### src/rtl/bldc_pkg.sv
// Shared types and the commutation decode for the three-phase gate selector.
// Assumes phase index 0=A, 1=B, 2=C and Hall code bit 2 = H1.
package bldc_pkg;

    localparam int NPH  = 3;
    localparam int PIDX = 2;

    typedef logic [NPH-1:0] phase_vec_t;

    typedef struct packed {
        logic            valid;
        logic [PIDX-1:0] hp;   // phase sourced through its high side
        logic [PIDX-1:0] lp;   // phase sunk through its low side
    } pair_t;

    // Forward-direction pair for a Hall code; reverse swaps the roles.
    function automatic pair_t decode_hall(input logic [NPH-1:0] code, input logic fwd);
        pair_t p;
        p.valid = 1'b1;
        case (code)
            3'b101:  begin p.hp = 2'd0; p.lp = 2'd2; end
            3'b100:  begin p.hp = 2'd1; p.lp = 2'd2; end
            3'b110:  begin p.hp = 2'd1; p.lp = 2'd0; end
            3'b010:  begin p.hp = 2'd2; p.lp = 2'd0; end
            3'b011:  begin p.hp = 2'd2; p.lp = 2'd1; end
            3'b001:  begin p.hp = 2'd0; p.lp = 2'd1; end
            default: begin p.hp = 2'd0; p.lp = 2'd0; p.valid = 1'b0; end
        endcase
        if (!fwd) begin
            logic [PIDX-1:0] t;
            t    = p.hp;
            p.hp = p.lp;
            p.lp = t;
        end
        return p;
    endfunction

endpackage

### src/rtl/hall_sync.sv
// Multi-stage synchronizer for the Hall lines plus a change strobe.
// Assumes the raw lines are asynchronous; the strobe is registered, so it
// lines up with any logic registered off the last synchronizer stage.
module hall_sync #(
    parameter int W      = 3,
    parameter int STAGES = 2
) (
    input  logic         clk,
    input  logic         rst_n,
    input  logic [W-1:0] raw_i,
    output logic [W-1:0] code_o,
    output logic         step_o
);

    logic [W-1:0] stg [STAGES];
    logic [W-1:0] prev_q;

    for (genvar g = 0; g < STAGES; g++) begin : g_stage
        if (g == 0) begin : g_first
            // Capture the asynchronous lines.
            always_ff @(posedge clk) begin
                if (!rst_n) stg[g] <= '0;
                else        stg[g] <= raw_i;
            end
        end else begin : g_next
            // Shift one more stage to settle metastability.
            always_ff @(posedge clk) begin
                if (!rst_n) stg[g] <= '0;
                else        stg[g] <= stg[g-1];
            end
        end
    end

    assign code_o = stg[STAGES-1];

    // Remember the last settled code and strobe when it moves.
    always_ff @(posedge clk) begin
        if (!rst_n) begin
            prev_q <= '0;
            step_o <= 1'b0;
        end else begin
            prev_q <= code_o;
            step_o <= (code_o != prev_q);
        end
    end

endmodule

### src/rtl/hall_decode.sv
// Combinational lookup from a settled Hall code and direction to the
// high/low phase pair; flags codes that no rotor position produces.
module hall_decode
    import bldc_pkg::*;
(
    input  logic [NPH-1:0] code_i,
    input  logic           dir_i,
    output pair_t          pair_o
);

    // Table lookup, direction applied as a role swap.
    always_comb begin
        pair_o = decode_hall(code_i, dir_i);
    end

endmodule

### src/rtl/gate_mux.sv
// Applies overrides, drive phase and decay mode to the decoded pair and
// registers the six enables and the fault flag.
// Priority: coast, brake, illegal code, then normal drive or decay.
module gate_mux
    import bldc_pkg::*;
(
    input  logic       clk,
    input  logic       rst_n,
    input  pair_t      pair_i,
    input  logic       drive_on_i,
    input  logic       slow_i,
    input  logic       brake_i,
    input  logic       coast_i,
    output phase_vec_t hi_o,
    output phase_vec_t lo_o,
    output logic       fault_o
);

    phase_vec_t hi_n, lo_n;

    // Select the next enable pattern from overrides, drive and decay.
    always_comb begin
        hi_n = '0;
        lo_n = '0;
        if (coast_i) begin
            hi_n = '0;
            lo_n = '0;
        end else if (brake_i) begin
            lo_n = '1;
        end else if (pair_i.valid) begin
            if (drive_on_i) begin
                hi_n[pair_i.hp] = 1'b1;
                lo_n[pair_i.lp] = 1'b1;
            end else begin
                lo_n[pair_i.hp] = 1'b1;
                if (slow_i) lo_n[pair_i.lp] = 1'b1;
            end
        end
    end

    // Register the enables and the fault flag.
    always_ff @(posedge clk) begin
        if (!rst_n) begin
            hi_o    <= '0;
            lo_o    <= '0;
            fault_o <= 1'b0;
        end else begin
            hi_o    <= hi_n;
            lo_o    <= lo_n;
            fault_o <= !pair_i.valid;
        end
    end

    assert_no_shoot_R9: assert property (@(posedge clk) disable iff (!rst_n)
        ((hi_o & lo_o) == '0) && $onehot0(hi_o));

    assert_coast_off_R7: assert property (@(posedge clk) disable iff (!rst_n)
        coast_i |=> (hi_o == '0 && lo_o == '0));

    assert_brake_low_R6: assert property (@(posedge clk) disable iff (!rst_n)
        (brake_i && !coast_i) |=> (hi_o == '0 && lo_o == '1));

    assert_bad_code_R5: assert property (@(posedge clk) disable iff (!rst_n)
        (!pair_i.valid && !brake_i && !coast_i) |=> (hi_o == '0 && lo_o == '0 && fault_o));

    assert_drive_pair_R1: assert property (@(posedge clk) disable iff (!rst_n)
        (pair_i.valid && drive_on_i && !brake_i && !coast_i)
        |=> ($countones(hi_o) == 1 && $countones(lo_o) == 1));

endmodule

### src/rtl/bldc_commutator.sv
// Top: Hall synchronizer, commutation decode and gate selection.
// Assumes Hall lines are asynchronous and that dead time is inserted
// downstream of these enables.
module bldc_commutator
    import bldc_pkg::*;
#(
    parameter int SYNC_STAGES = 2
) (
    input  logic       clk,
    input  logic       rst_n,
    input  logic [2:0] hall_in,
    input  logic       dir,
    input  logic       slow_decay,
    input  logic       drive_on,
    input  logic       ovr_brake,
    input  logic       ovr_coast,
    output logic [2:0] gate_hi,
    output logic [2:0] gate_lo,
    output logic       step_pulse,
    output logic       hall_fault
);

    logic [NPH-1:0] code_s;
    pair_t          pair;

    hall_sync #(.W(NPH), .STAGES(SYNC_STAGES)) u_sync (
        .clk    (clk),
        .rst_n  (rst_n),
        .raw_i  (hall_in),
        .code_o (code_s),
        .step_o (step_pulse)
    );

    hall_decode u_dec (
        .code_i (code_s),
        .dir_i  (dir),
        .pair_o (pair)
    );

    gate_mux u_mux (
        .clk        (clk),
        .rst_n      (rst_n),
        .pair_i     (pair),
        .drive_on_i (drive_on),
        .slow_i     (slow_decay),
        .brake_i    (ovr_brake),
        .coast_i    (ovr_coast),
        .hi_o       (gate_hi),
        .lo_o       (gate_lo),
        .fault_o    (hall_fault)
    );

endmodule

### config.mk
export PLATFORM = sky130hd
export DESIGN_NAME = bldc_commutator
export DESIGN_NICKNAME = d
export VERILOG_FILES = /design/src/rtl/bldc_pkg.sv /design/src/rtl/hall_sync.sv /design/src/rtl/hall_decode.sv /design/src/rtl/gate_mux.sv /design/src/rtl/bldc_commutator.sv
export SDC_FILE = /design/constraint.sdc
export NUM_CORES = 1
export LEC_CHECK = 0
export BUFFER_PORTS_ARGS = -buffer_cell sky130_fd_sc_hd__buf_2
export CORE_MARGIN = 8
export CORE_UTILIZATION = 53
export DETAILED_ROUTE_END_ITERATION = 12
export GPL_ROUTABILITY_DRIVEN = 0
export PLACE_DENSITY = 0.86
export SYNTH_ARGS = -nofsm -noshare
export SYNTH_HDL_FRONTEND = slang
export SYNTH_SLANG_ARGS = --single-unit
### constraint.sdc
create_clock -name clk -period 2.1 [get_ports clk]
set_clock_uncertainty 0.05 [all_clocks]
set_input_delay 0.315 -clock clk [delete_from_list [all_inputs] [get_ports clk]]
set_output_delay 0.315 -clock clk [all_outputs]
set_load 0.1 [all_outputs]
==> results of run 1 <==
report_power, final:
group	leakage (nW)	switching, mW	internal, mW
clock	0.0139	0.102	0.0724
combinational	0.211	0.0737	0.0308
sequential	0.140	0.00968	0.336
total	0.364	0.185	0.439
cell type report:
type	count	area, um^2	area share
clock buffers	3	22.52	0.02748
clock inverters	1	7.507	0.009160
multi-input cells	50	345.3	0.4214
flip-flops and latches	17	340.3	0.4153
well taps	15	18.77	0.02290
repair buffers	17	85.08	0.1038
logic make-up (layout without fill, tap and decap cells):
logic type	after synthesis	after routing	synth area share
and+or+nand+nor	36	36	0.3287
DFF	17	17	0.4755
AOI/OAI and AO/OA	11	11	0.1171
buffers and inverters	5	21	0.04195
xor gates and xnor gates	3	3	0.03672
Yosys cell counts:
library cell / count
and2_1: 10
or3_1: 1
a21oi_1: 2
nand3b_1: 2
nor3b_1: 5
nor2_1: 4
o311a_1: 1
nor2b_1: 6
and3b_2: 1
a21boi_1: 1
nand2b_1: 1
nor3_1: 1
a221oi_1: 2
nand3_1: 1
or3b_1: 1
nor3_2: 1
buf_6: 1
o21ai_0: 1
a22oi_1: 1
clkbuf_1: 1
nor4b_1: 1
xor2_1: 3
o31a_1: 3
and2b_1: 1
dfxtp_1: 17
buf_2: 3
flip-flops by register name (all words and copies together) (netlist names):
signal         flops
u_sync.step_o      1
u_mux.lo_o         3
u_mux.hi_o         3
u_mux.fault_o      1
u_sync.prev_q      3
u_sync.stg         6
stage by stage:
stage	utilization	cells	hold WS (ns)	power (mW)
final	0.6378	103	0.1734	0.6241
after global routing	0.6378	103	0.1515	0.6601
after CTS	0.6378	103	0.1608	0.6365
after detailed placement	0.6144	99	0.3709	0.4581
after global placement	0.6144	99	0.3639	0.4558
after floorplan	-	72	0.3619	0.4361
placed cells by master (no fill, tap or decap):
cell / Yosys / routed
a221oi_1: 2 / 2
o31a_1: 3 / 3
a22oi_1: 1 / 1
o21ai_0: 1 / 1
or3_1: 1 / 1
nor3b_1: 5 / 5
o311a_1: 1 / 1
nor2b_1: 6 / 6
buf_2: 3 / 17
dfxtp_1: 17 / 17
nand3_1: 1 / 1
xor2_1: 3 / 3
nor2_1: 4 / 4
a21oi_1: 2 / 2
a21boi_1: 1 / 1
nor3_1: 1 / 1
nand2b_1: 1 / 1
nand3b_1: 2 / 2
and2b_1: 1 / 1
clkbuf_4: 0 / 3
or3b_1: 1 / 1
clkinvlp_4: 0 / 1
and3b_2: 1 / 1
and2_1: 10 / 10
nor3_2: 1 / 1
nor4b_1: 1 / 1
worst paths after layout:
path,startpoint,to,slack (ns),depth (start not counted)
setup reg to reg,u_sync.stg[1][2],u_mux.lo_o[2],0.85,3
hold reg to reg,u_sync.stg[0][0],u_sync.stg[1][0],0.39,1
setup / recovery,u_mux.lo_o[0],gate_lo[0],0.70,1
hold / removal,hall_in[0],u_sync.stg[0][0],0.17,2
layer usage:
layer	wire, um	GRT usage
met3	126	0.06250
met2	589	0.1680
met5	0	0
met1	540	0.09871
met4	0	0.01293
==> impl_metrics.tcl, run 1 <==
set metrics [dict create \
    slowest_delay_ns 0.42 \
    seq_area_frac_synth 0.4755 \
    p_leak_nw 0.3644 \
    wl_per_cell_um 12.20 \
    hold_violations 0 \
    rsz0062_at_grt "false" \
    worstPathMaxFanout 1 \
    grt_pass1_vias 522 \
    fin_crit_sh 0.6676 \
    nets 99 \
    drive_gt1_frac 0.2614 \
    ant_nets 0 \
    root_buffer "clkbuf_4" \
    dieArea_um2 2782 \
    p_per_area_nw_per_um2 761.5 \
    stdcell_area_um2 819.5 \
    cts.path.max_buffers 2 \
    grt_max_degree 17 \
    clock-sinks 17 \
    critPathBufInv 1 \
    ys_ff_latch 17 \
    worstPathCellList "buf_2" \
    pre_cts_ws_ns 0.7481 \
    worst_pin_slew_ns 0.4894 \
    setup.worst_path.start_class "register" \
    start_util 0.5570 \
    endpoint_kind "output pin" \
    vias_per_cell 5.466 \
    setup_violations 0 \
    syn_to_final_growth_pct 14.51 \
    ctsResizeCount 0 \
    crit_type "reg -> out" \
    core-area_um2 1285 \
    cts_buffers 3 \
    status "completed" \
    synth_top_cells_by_area "dfxtp_1, and2_1, nor2b_1" \
    drv_cap 0 \
    synth_fp_nets 82 \
    slew_violations 0 \
    clock.fmax_mhz 713.3 \
    port_buffers 17 \
    chipHeight_um 52.75 \
    worstPathRequired_ns 1.74 \
    route.detailed.drc 0 \
    min_path_type "in -> reg" \
    cts_hold_buf 0 \
    critical_path_arrival_ns 1.04 \
    grt_overflow_total 0 \
    cts_tree "yes" \
    post_cts_buffers 0 \
    finalWorstSetupSlack_ns 0.6981 \
    num_antenna_cells 0 \
    placed_area_um2 789.5 \
    synth.distinct_cells 26 \
    vdd_ir_drop_max_mv 0.6834 \
    dr.pass1.iters 4 \
    slew_headroom 0.6760 \
    path_clk_slew_ns 0.10 \
    crit_family "buffers and inverters" \
    finalSetupTns_ns 0 \
    yosysTopAreaCellShare 0.4755 \
    grt_usage 0.09762 \
    row_count 13 \
    critPathSlowestCell "buf_2" \
    period_minus_slack_ns 1.402 \
    hpwl_um 928.5 \
    antenna_found_initial 0 \
    clk_latency_ns 0.29 \
    cts_max_level 1 \
    vias 563 \
    fill_cells 110 \
    drt_iter0_markers 3 \
    yosys.area.top_type "dfxtp_1" \
    syn-instance-count 72 \
    io_pins 18 \
    drt_wl_total_mm 1.257 \
    syn_area_per_cell_um2 9.940 \
    chipWidth_um 52.75 \
    syn_area_um2 715.7 \
    yosys_warnings 0 \
    grt_pass1_wl_mm 2.104 \
]
Power figures use the tool's default switching activity.
==> run 2, diff against run 1 <==
--- a/config.mk
+++ b/config.mk
@@ -5,12 +5,13 @@
 export SDC_FILE = /design/constraint.sdc
 export NUM_CORES = 1
 export LEC_CHECK = 0
+export ABC_AREA = 1
 export BUFFER_PORTS_ARGS = -buffer_cell sky130_fd_sc_hd__buf_2
 export CORE_MARGIN = 8
-export CORE_UTILIZATION = 53
+export CORE_UTILIZATION = 43
 export DETAILED_ROUTE_END_ITERATION = 12
 export GPL_ROUTABILITY_DRIVEN = 0
-export PLACE_DENSITY = 0.86
+export PLACE_DENSITY = 0.76
 export SYNTH_ARGS = -nofsm -noshare
 export SYNTH_HDL_FRONTEND = slang
 export SYNTH_SLANG_ARGS = --single-unit
==> constraint.sdc (replaced) <==
create_clock -name clk -period 1.15 [get_ports clk]
set_clock_uncertainty 0.05 [all_clocks]
set_input_delay 0.1725 -clock clk [delete_from_list [all_inputs] [get_ports clk]]
set_output_delay 0.1725 -clock clk [all_outputs]
set_load 0.1 [all_outputs]
==> run 2 against run 1 <==
Against the previous run: highest routed layer is now met4; flip-flop and latch count did not move; critical endpoint is now u_mux.lo_o[0]; synthesized cell count rose by 21%; combinational power rose to 2.7 times the previous value; clock power rose by 76%; hold slack got worse by 0.16 ns; area after synthesis fell by 7.2%; cell count rose by 27%; non-clock buffer count rose by 8; worst setup slack got worse by 0.64 ns; die area rose by 9.9%.
==> impl_metrics.tcl, run 2 <==
set metrics [dict create \
    final_cell_mix "nand2_1, inv_1, dfxtp_1" \
    synth_edf_count 0 \
    regMostFlops "u_sync.stg" \
    comb_power_share 0.231 \
    p_int_uw 859.1 \
    hold_start "hall_in[2]" \
    synth_commonest_cells "nand2_1, dfxtp_1, inv_1" \
    slew_violations 0 \
    dieArea_um2 3059 \
    synth.distinct_cells 16 \
    stdcell_area_um2 977.2 \
    slew_headroom 0.8393 \
    setup.worst_path.start_class "register" \
    synth_ff_type "dfxtp_1" \
    syn_to_final_growth_pct 47.08 \
    hold_ws_ns 0.01495 \
    hold_depth 3 \
    core-area_um2 1471 \
    rsz0062_at_grt "true" \
    yosysTopAreaCellShare 0.5122 \
    fin_util 0.6641 \
    cts_buffers 3 \
    io_pins 18 \
    endpoint_kind "register" \
    wl_per_cell_um 10.73 \
    yosys.area.top_type "dfxtp_1" \
    r2r.worst_path.cells 8 \
    syn_area_um2 664.4 \
    syn-instance-count 87 \
    min_path_type "in -> reg" \
    largest_reg_flops 6 \
    cts_hold_buf 0 \
    drt_iter0_markers 12 \
    r2r_start "u_sync.stg[1][2]" \
    vias 612 \
    path_clk_slew_ns 0.09 \
    placed_area_um2 919.6 \
    drive_gt1_frac 0.3565 \
    timing.rr.end "u_mux.lo_o[0]" \
    row_count 14 \
    seq_area_frac_synth 0.5122 \
    hold_path_end "u_sync.stg[0][2]" \
    vias_per_cell 4.672 \
    async_flop_share 0 \
    grt_pass1_wl_mm 2.366 \
    clock.fmax_mhz 916.7 \
    mostFrequentLayoutCell "nand2_1" \
    status "completed" \
    worstPathRequired_ns 1.33 \
    finalSetupTns_ns 0 \
    vdd_ir_drop_max_mv 1.016 \
    hpwl_mm 1.104 \
    ys_ff_latch 17 \
    period_minus_slack_ns 1.091 \
    cts_max_level 1 \
    nets 126 \
    grt_pass1_vias 578 \
    chipHeight_um 55.31 \
    port_buffers 17 \
    synth_top_cells_by_area "dfxtp_1, nand2_1, inv_1" \
    p_leak_nw 0.5286 \
    reg2reg_slack_ns 0.06 \
    yosys_warnings 0 \
    clk_latency_ns 0.29 \
    fin_crit_sh 0.9485 \
    power_frac_clock 0.252 \
    grt_usage 0.09504 \
    worstPathMaxFanout 4 \
    setup_violations 0 \
    antenna_found_initial 0 \
    p_sw_uw 361.7 \
    num_antenna_cells 0 \
    chipWidth_um 55.31 \
    drt_wl_total_mm 1.406 \
    ant_nets 0 \
    root_buffer "clkbuf_4" \
    start_util 0.4515 \
    dr.pass1.iters 4 \
    worst_pin_slew_ns 0.2399 \
    synth_fp_nets 97 \
    syn_area_per_cell_um2 7.637 \
    drv_cap 0 \
    yosysMostFrequentCell "nand2_1" \
    p_per_area_nw_per_um2 1249 \
    crit_type "reg -> reg" \
    grt_overflow_total 0 \
    p_seq_frac 0.517 \
    cts_tree "yes" \
    cts.path.max_buffers 2 \
    clock-sinks 17 \
    hold_violations 0 \
    grt_max_degree 10 \
    critical_path_arrival_ns 1.27 \
    p_sw_frac 0.2963 \
    route.detailed.drc 0 \
]
run 2: what timing repair did:
item                                    4_1_cts  5_1_grt
resized for setup                             0        5
endpoints found under the setup margin        0        6
setup buffers                                 0        3
run 2: metal layers:
layer	wire, um	up-vias	GRT usage	part of all wire
met4	20	0	0.04225	0.014
met5	0	-	0	0
met3	83	8	0.05023	0.059
li1	-	314	-	-
met1	580	267	0.09278	0.41
met2	722	23	0.1619	0.51
run 2: logic make-up (layout without fill, tap and decap cells):
logic type	count (synthesis)	in the layout	share of synthesized area
compound gates	5	5	0.04898
xor+xnor	3	3	0.03956
flops	17	17	0.5122
buf+inv	20	48	0.1187
simple gates	42	42	0.2806
run 2: critical path, stage by stage, from the launching register on:
cell and delay (ns):
dfxtp_4 0.38, inv_2 0.04, nand2_1 0.07, nand2_1 0.06
nand2_2 0.10, nand3_2 0.07, nand2_1 0.08, nand2_1 0.06
a21oi_2 0.12
run 2: stage by stage:
step	cells	setup slack [ns]	total power [mW]
5_1_grt	131	-0.01609	1.282
3_5_place_dp	124	0.04362	0.9156
4_1_cts	128	0.01516	1.221
6_report	131	0.05918	1.221
2_1_floorplan	87	0.01852	0.8125
3_3_place_gp	124	0.07134	0.9095
run 2: cell type report:
cell class | count | area, um^2
inverter | 19 | 71.32
clock buffer | 4 | 26.28
timing repair buffer | 25 | 265.3
fill | 133 | 494.2
tap | 16 | 20.02
multi-input combinational | 50 | 247.7
sequential | 17 | 346.6
run 2: power groups by stage:
stage / registers, mW / clock network, mW / logic (mW)
after detailed placement: 0.646 / 0 / 0.270
after CTS: 0.632 / 0.317 / 0.271
after global routing: 0.634 / 0.346 / 0.302
after floorplan: 0.730 / 0 / 0.0820
final: 0.631 / 0.307 / 0.282
after global placement: 0.644 / 0 / 0.266
run 2: how the worst max path moves through the flow:
stage / start / end / slack (ns)
detailed placement: u_sync.stg[1][2] / u_mux.lo_o[0] / 0.04
floorplan: u_mux.hi_o[0] / gate_hi[0] / 0.02
finish: u_sync.stg[1][2] / u_mux.lo_o[0] / 0.06
global route: u_sync.stg[1][2] / u_mux.lo_o[0] / -0.02
CTS: u_sync.stg[1][0] / u_mux.hi_o[1] / 0.02
global placement: u_sync.stg[1][2] / u_mux.lo_o[0] / 0.07
==> run 3, diff against run 2 <==
--- a/config.mk
+++ b/config.mk
@@ -7,11 +7,13 @@
 export LEC_CHECK = 0
 export ABC_AREA = 1
 export BUFFER_PORTS_ARGS = -buffer_cell sky130_fd_sc_hd__buf_2
+export CAP_MARGIN = 20
 export CORE_MARGIN = 8
 export CORE_UTILIZATION = 43
 export DETAILED_ROUTE_END_ITERATION = 12
 export GPL_ROUTABILITY_DRIVEN = 0
 export PLACE_DENSITY = 0.76
+export SETUP_SLACK_MARGIN = 0.15
 export SYNTH_ARGS = -nofsm -noshare
 export SYNTH_HDL_FRONTEND = slang
 export SYNTH_SLANG_ARGS = --single-unit
==> run 3 against run 2 <==
Against the previous run: worst setup slack got worse by 0.056 ns; combinational power rose by 3%; maximum frequency fell by 4.9%; first-iteration DRC count rose by 50%; sequential share of layout area barely moved; cell count rose by 1.5%; clock power rose by 6.8%; routed wire length rose by 8.5%; utilization rose by 2.8 points; final area rose by 4.2%; flip-flop and latch count did not move; largest power group unchanged.
==> impl_metrics.tcl, run 3 (synthesized netlist as in run 2, its figures left out) <==
set metrics [dict create \
    port_buffers 17 \
    hpwl_mm 1.111 \
    slowest_delay_ns 0.39 \
    path_clk_slew_ns 0.10 \
    worstPathRequired_ns 1.34 \
    crit_type "reg -> reg" \
    chipWidth_um 55.31 \
    hold_path_end "u_mux.lo_o[1]" \
    slew_headroom 0.8093 \
    regMostFlops "u_sync.stg" \
    mostFrequentLayoutCell "nand2_1" \
    placed_area_um2 910.9 \
    p_per_area_nw_per_um2 1228 \
    syn_to_final_growth_pct 53.30 \
    vias_per_cell 4.744 \
    worstPathMaxFanout 4 \
    grt_max_degree 11 \
    largest_reg_flops 6 \
    ant_nets 0 \
    fin_crit_sh 0.9976 \
    vias 631 \
    rsz0062_at_grt "true" \
    dr.pass1.iters 4 \
    dieArea_um2 3059 \
    clock.fmax_mhz 871.6 \
    finalWorstSetupSlack_ns 0.002726 \
    drt_wl_total_mm 1.526 \
    timing.rr.end "u_mux.lo_o[0]" \
    final_cell_mix "nand2_1, inv_1, buf_2" \
    vdd_ir_drop_max_mv 1.111 \
    r2r.worst_path.cells 8 \
    start_util 0.4515 \
    hold_violations 0 \
    setup.worst_path.start_class "register" \
    nets 128 \
    grt_pass1_vias 599 \
    critPathSlowestCell "dfxtp_4" \
    antenna_found_initial 0 \
    io_pins 18 \
    grt_overflow_total 0 \
    chipHeight_um 55.31 \
    grt_pass1_wl_mm 2.566 \
    root_buffer "clkbuf_4" \
    setup_violations 0 \
    min_path_type "in -> reg" \
    endpoint_kind "register" \
    finalSetupTns_ns 0 \
    row_count 14 \
    p_leak_nw 0.5419 \
    cts_buffers 3 \
    clk_latency_ns 0.30 \
    wl_per_cell_um 11.47 \
    core-area_um2 1471 \
    drt_iter0_markers 18 \
    route.detailed.drc 0 \
    drv_cap 0 \
    status "completed" \
    num_antenna_cells 0 \
    hold_start "ovr_brake" \
    r2r_start "u_sync.stg[1][0]" \
    critical_path_arrival_ns 1.34 \
    clock-sinks 17 \
    worst_pin_slew_ns 0.2848 \
    cts.path.max_buffers 2 \
    crit_top_cell "nand2_1" \
    cts_max_level 1 \
    worstPathCellList "inv_4, nand2_2, nand2_1, nand2_1, nand3_1, nand2_1, nand2_1, a21oi_2" \
    slew_violations 0 \
    hold_depth 3 \
    grt_usage 0.1036 \
    period_minus_slack_ns 1.147 \
    fill_cells 109 \
    cts_tree "yes" \
    reg2reg_slack_ns 0.003 \
    drive_gt1_frac 0.4188 \
    pre_cts_ws_ns -0.003976 \
    stdcell_area_um2 1018 \
]
[run 3: changes by cell type in the layout (fill, tap and decap cells not counted), moves of 2 or more]
cell           before  now
dlygate4sd3_1       0    3
dfxtp_1            14    6
dfxtp_2             2    8
dfxtp_4             1    3
[run 3: worst max-delay path by stage]
stage               slack [ns]        startpoint             to
finish                   0.003  u_sync.stg[1][0]  u_mux.lo_o[0]
global route             -0.09  u_sync.stg[1][1]  u_mux.lo_o[0]
CTS                       0.02  u_sync.stg[1][1]  u_mux.lo_o[0]
detailed placement      -0.004  u_sync.stg[1][0]  u_mux.lo_o[0]
global placement          0.08  u_sync.stg[1][0]  u_mux.lo_o[0]
floorplan                 0.16  u_sync.stg[1][0]  u_mux.lo_o[0]
[run 3: repair_timing]
item / 4_1_cts / 5_1_grt
resized for setup: 2 / 3
setup buffers: 3 / 2
hold buffers: 3 / 0
endpoints found under the setup margin: 14 / 14
pin swaps: 0 / 1
endpoints found under the hold margin: 3 / 0
[run 3: stage by stage]
step	hold slack (ns)	instances	total power, mW	util
final	0.02755	133	1.250	0.6922
after global routing	0.03181	133	1.313	0.6922
after CTS	0.02399	131	1.254	0.6769
after global placement	0.3036	121	0.9076	0.6190
after detailed placement	0.3099	121	0.9140	0.6190
after floorplan	0.2201	87	0.8170	-
[run 3: critical path, delay by kind of cell (launching register included)]
family | cells | cell delay (ns)
AO/OA/AOI/OAI | 1 | 0.12
buffers and inverters | 1 | 0.04
AND/OR/NAND/NOR | 6 | 0.49
flip-flops | 1 | 0.39
[run 3: cell type report]
cell class / instances / area, um^2 / area share
well taps: 16 / 20.02 / 0.01966
clock inverters: 1 / 5.005 / 0.004914
multi-input cells: 50 / 247.7 / 0.2432
inverters: 19 / 73.82 / 0.07248
flip-flops and latches: 17 / 361.6 / 0.3550
repair buffers: 27 / 287.8 / 0.2826
clock buffers: 3 / 22.52 / 0.02211
[run 3: power breakdown]
part           total [mW]  internal, mW  switching (mW)
sequential          0.631         0.613          0.0187
combinational       0.291         0.117           0.174
clock               0.328         0.130           0.198
[run 3: metal layers]
layer  track usage  vias up  share of wire
met5             0        -              0
met4       0.08803        0          0.030
met3       0.04566        5          0.087
met2        0.1619       29           0.50
met1        0.1026      279           0.38
li1              -      318              -
